## src/rtl/l1r_pkg.sv

```systemverilog
package l1r_pkg;
  typedef enum logic [1:0] {
    LS_ACTIVE = 2'b00,
    LS_ACKING = 2'b01,
    LS_L1     = 2'b10
  } link_st_e;

  localparam int unsigned L1_EN_BIT = 1;
endpackage

```

## src/rtl/l1r_ack_pacer.sv

```systemverilog
module l1r_ack_pacer #(
  parameter int unsigned GAP_W = 8
) (
  input  logic             clk,
  input  logic             rst_n,
  input  logic             run,
  input  logic             taken,
  input  logic [GAP_W-1:0] gap,
  output logic             due
);
  logic [GAP_W-1:0] wait_cnt;

  always_ff @(posedge clk) begin
    if (!rst_n)             wait_cnt <= '0;
    else if (!run)          wait_cnt <= '0;
    else if (taken)         wait_cnt <= gap;
    else if (wait_cnt != 0) wait_cnt <= wait_cnt - 1'b1;
  end

  assign due = run && (wait_cnt == '0);
endmodule

```

## src/rtl/l1r_fsm.sv

```systemverilog
module l1r_fsm
  import l1r_pkg::*;
(
  input  logic     clk,
  input  logic     rst_n,
  input  logic     l1_allowed,
  input  logic     req_seen,
  input  logic     partner_idle,
  input  logic     local_exit,
  output link_st_e state
);
  link_st_e nxt;

  always_comb begin
    nxt = state;
    unique case (state)
      LS_ACTIVE: if (req_seen && l1_allowed) nxt = LS_ACKING;
      LS_ACKING: if (partner_idle)           nxt = LS_L1;
      LS_L1:     if (local_exit || !partner_idle) nxt = LS_ACTIVE;
      default:   nxt = LS_ACTIVE;
    endcase
  end

  always_ff @(posedge clk) begin
    if (!rst_n) state <= LS_ACTIVE;
    else        state <= nxt;
  end
endmodule

```

## src/rtl/l1_ack_responder.sv

```systemverilog
module l1_ack_responder
  import l1r_pkg::*;
#(
  parameter int unsigned GAP_W = 8
) (
  input  logic             clk,
  input  logic             rst_n,
  input  logic [1:0]       l1_ctl,
  input  logic [GAP_W-1:0] ack_gap,
  input  logic             rx_l1_req,
  input  logic             rx_eidle,
  input  logic             exit_req,
  output logic             ack_valid,
  input  logic             ack_ready,
  output logic             block_tx,
  output logic             tx_eidle,
  output logic [1:0]       link_state
);
  link_st_e st;
  logic     acking;
  logic     ack_due;

  l1r_fsm u_fsm (
    .clk          (clk),
    .rst_n        (rst_n),
    .l1_allowed   (l1_ctl[L1_EN_BIT]),
    .req_seen     (rx_l1_req),
    .partner_idle (rx_eidle),
    .local_exit   (exit_req),
    .state        (st)
  );

  assign acking = (st == LS_ACKING);

  l1r_ack_pacer #(.GAP_W(GAP_W)) u_pacer (
    .clk   (clk),
    .rst_n (rst_n),
    .run   (acking),
    .taken (ack_valid && ack_ready),
    .gap   (ack_gap),
    .due   (ack_due)
  );

  assign ack_valid  = ack_due && !rx_eidle;
  assign block_tx   = (st != LS_ACTIVE);
  assign tx_eidle   = (st == LS_L1);
  assign link_state = st;
endmodule

```

## config.mk

```make
export PLATFORM = sky130hd
export DESIGN_NAME = l1_ack_responder
export DESIGN_NICKNAME = d
export VERILOG_FILES = /design/src/rtl/l1r_pkg.sv /design/src/rtl/l1r_ack_pacer.sv /design/src/rtl/l1r_fsm.sv /design/src/rtl/l1_ack_responder.sv
export SDC_FILE = /design/constraint.sdc
export NUM_CORES = 1
export LEC_CHECK = 0
export BUFFER_PORTS_ARGS = -buffer_cell sky130_fd_sc_hd__buf_4
export CAP_MARGIN = 20
export CORE_MARGIN = 2
export CORE_UTILIZATION = 42
export CTS_BUF_LIST = sky130_fd_sc_hd__clkbuf_16
export DETAILED_ROUTE_END_ITERATION = 8
export PLACE_DENSITY = 0.82
export SYNTH_ARGS = -nofsm -noshare
export SYNTH_HDL_FRONTEND = slang
export SYNTH_SLANG_ARGS = --single-unit
```

## constraint.sdc

```tcl
create_clock -name clk -period 1.65 [get_ports clk]
set_input_delay 0.33 -clock clk [delete_from_list [all_inputs] [get_ports clk]]
set_output_delay 0.33 -clock clk [all_outputs]
set_load 0.01 [all_outputs]
```

==> flow_summary_export.csv <==
group,metric,value,unit
run_status,status,"finished, violations left",
run_status,violations,"negative setup slack",
die,fp.dieH,41.46,um
finish,final_cells,116,
timing,fin_crit,1703,ps
finish,final_cell_area,969.7,sq um
synth,synth_seq_area_share,33.97,%
placed_design,numPortBuffers,19,
die,core-area,0.001301,sq mm
drt,drc,0,
power_and_ir_drop,power.share.clock,56.3,%
setup_path,required,1320,ps
grt,busiest_layer,"met2",
setup_path,start_kind,"register",
die,ios,21,
finish,insertedDiodeCount,0,
drt,ant_nets,0,
synth,syn_area,589.3,sq um
timing,max_slew.worst_pin.slew,259.8,ps
power_and_ir_drop,p_sw_share,19.06,%
timing,clock_skew,1.205,ps
synth,avgSynthCellArea,9.066,sq um
placed_design,place_ws,78.00,ps
setup_path,cp_data_arrival_time,1370,ps
die,die_w,41.46,um
synth,synth_flop_cell,"dfxtp_1",
timing,period_share,103.2,%
placed_design,gp_congestion,0.7853,
setup_path,crit_type,"reg -> out",
placed_design,dp.final_hpwl,1059,um
finish,fin_nets,121,
setup_path,cp-end-kind,"output pin",
setup_path,cp_max_fo,2,
drt,drt-total-wl,1706,um
timing,finalSetupViolations,1,
synth,synth_edf_count,0,
finish,area_growth,64.54,%
grt,antenna_found_initial,0,
timing,fmax,587.1,MHz
grt,grt_pass1_vias,595,
grt,grt_max_degree,8,
finish,layout_commonest_cell,"buf_4",
finish,mostFrequentLayoutCells,"buf_4, dfxtp_1, nor2_1",
die,start_util,45.29,%
grt,use_met3,7.826,%
grt,grt_util_met2,33.13,%
power_and_ir_drop,irDropWorstVdd,0.9937,mV
power_and_ir_drop,p_leak,0.4459,nW
synth,synthCells,65,
synth,synth_warnings,0,
grt,grtUsageMet1,22.93,%
power_and_ir_drop,pwr-share-seq,33.3,%
clock_network,cts-root-buf,"clkbuf_16",
clock_network,cts_made_buffers,3,
clock_network,cts_buffer_depth,2,
drt,drtIter0Drc,9,
timing,hold_viol,0,
power_and_ir_drop,p_comb_share,10.4,%
drt,drt-vias-per-instance,5.526,
die,die_area,0.001719,sq mm
synth,ys_types,28,
drt,firstDrtPassIters,4,
timing,relSlewSlack,82.55,%
power_and_ir_drop,intPower,0.6085,mW
clock_network,path_clk_slew,40,ps
clock_network,htreeDepth,1,
power_and_ir_drop,power.density,775.3,mW/mm^2
timing,fin_ws,-53.34,ps
timing,rsz0062_at_grt,"true",
synth,async_flop_share,0,%
timing,setup_tns,-53.34,ps
grt,grt_pass1_wl,2656,um
power_and_ir_drop,switching_power,0.1433,mW
synth,synth_fp_nets,83,
placed_design,placed_area,812.0,sq um
min_path,hold_path_class,"in -> reg",
power_and_ir_drop,finalPower,0.7518,mW
die,row_count,13,
grt,grt-ovfl-total,0,
grt,grt_usage,20.63,%
clock_network,cts.sinks,10,
drt,vias,641,
run,cap_violations,0,
synth,yosys_register_bits,10,
clock_network,tritoncts,"built",
timing,maxSlewViolCount,0,
finish,drive_gt1_share,51.49,%
placed_design,dp_cells,105,
clock_network,clock_latency,240,ps
drt,wl_per_cell,14.71,um
metrics by stage:
step | util, % | hold slack [ps]
after global placement | 62.40 | 519.8
after CTS | 72.40 | 332.5
after detailed placement | 62.40 | 534.9
after floorplan | - | 446.1
after global routing | 74.52 | 334.5
final | 74.52 | 332.3
worst max-delay path, cell delays in order (launching register included):
cell     delay, ps
dfxtp_2        310
inv_2           90
ha_4           140
nor3b_4        220
nand2_2         90
nor3_2         160
buf_4          140
worst paths after layout:
check,from,cells after the start,slack (ps),endpoint
hold reg to reg,u_fsm.state[1]$_SDFFE_PN0P_,1,540,u_fsm.state[0]$_SDFFE_PN0P_
setup / recovery,u_pacer.wait_cnt[0]$_SDFFE_PN0P_,6,-50,ack_valid
setup reg to reg,u_pacer.wait_cnt[0]$_SDFFE_PN0P_,9,50,u_pacer.wait_cnt[2]$_SDFFE_PN0P_
hold / removal,ack_gap[5],2,330,u_pacer.wait_cnt[5]$_SDFFE_PN0P_
kinds of logic (layout without fill, tap and decap cells):
logic type,after synthesis,after routing,synth area share [%]
AOI/OAI and AO/OA,17,17,19.96
xor gates and xnor gates,3,3,4.459
adders and majority gates,2,2,4.246
buffers and inverters,3,39,1.911
DFF,10,10,33.97
muxes,2,2,3.609
and+or+nand+nor,28,28,31.85
cells in the mapped netlist (all sizes together), types with 2 or more instances:
cell | n | area (sq um)
ha | 2 | 25.02
nor2 | 7 | 26.28
dfxtp | 10 | 200.2
a31oi | 3 | 18.77
nor3b | 3 | 22.52
a22oi | 3 | 22.52
nand2 | 6 | 22.52
xor2 | 3 | 26.28
a21oi | 4 | 23.77
inv | 3 | 11.26
nand2b | 3 | 18.77
a211oi | 3 | 22.52
sequential cells by signal (all words and copies together), names as in the netlist:
register          cells
u_pacer.wait_cnt      8
u_fsm.state           2
layout make-up:
class	instances	area, sq um
tap	15	18.77
sequential	10	202.7
fill	92	331.6
multi-input combinational	52	414.1
timing repair buffer	33	247.7
inverter	3	11.26
clock buffer	3	75.07
power by group through the flow:
stage | Clock, mW | Combinational [mW] | Sequential [mW]
6_report | 0.423 | 0.0785 | 0.250
5_1_grt | 0.446 | 0.0848 | 0.251
4_1_cts | 0.434 | 0.0745 | 0.250
3_5_place_dp | 0 | 0.0714 | 0.254
3_3_place_gp | 0 | 0.0708 | 0.254
2_1_floorplan | 0 | 0.0284 | 0.254
repair_timing:
action | CTS | global route
hold buffers | 0 | 0
hold endpoints to repair | 0 | 0
resized for setup | 7 | 1
setup buffers | 5 | 3
pin swaps | 3 | 2
setup endpoints to repair | 1 | 1
routing by layer:
metal	vias to the layer above	share of wire [%]
met5	-	0
met2	24	47
met3	2	7.2
met4	0	1.6
met1	303	44
li1	312	-
Power figures use the tool's default switching activity.
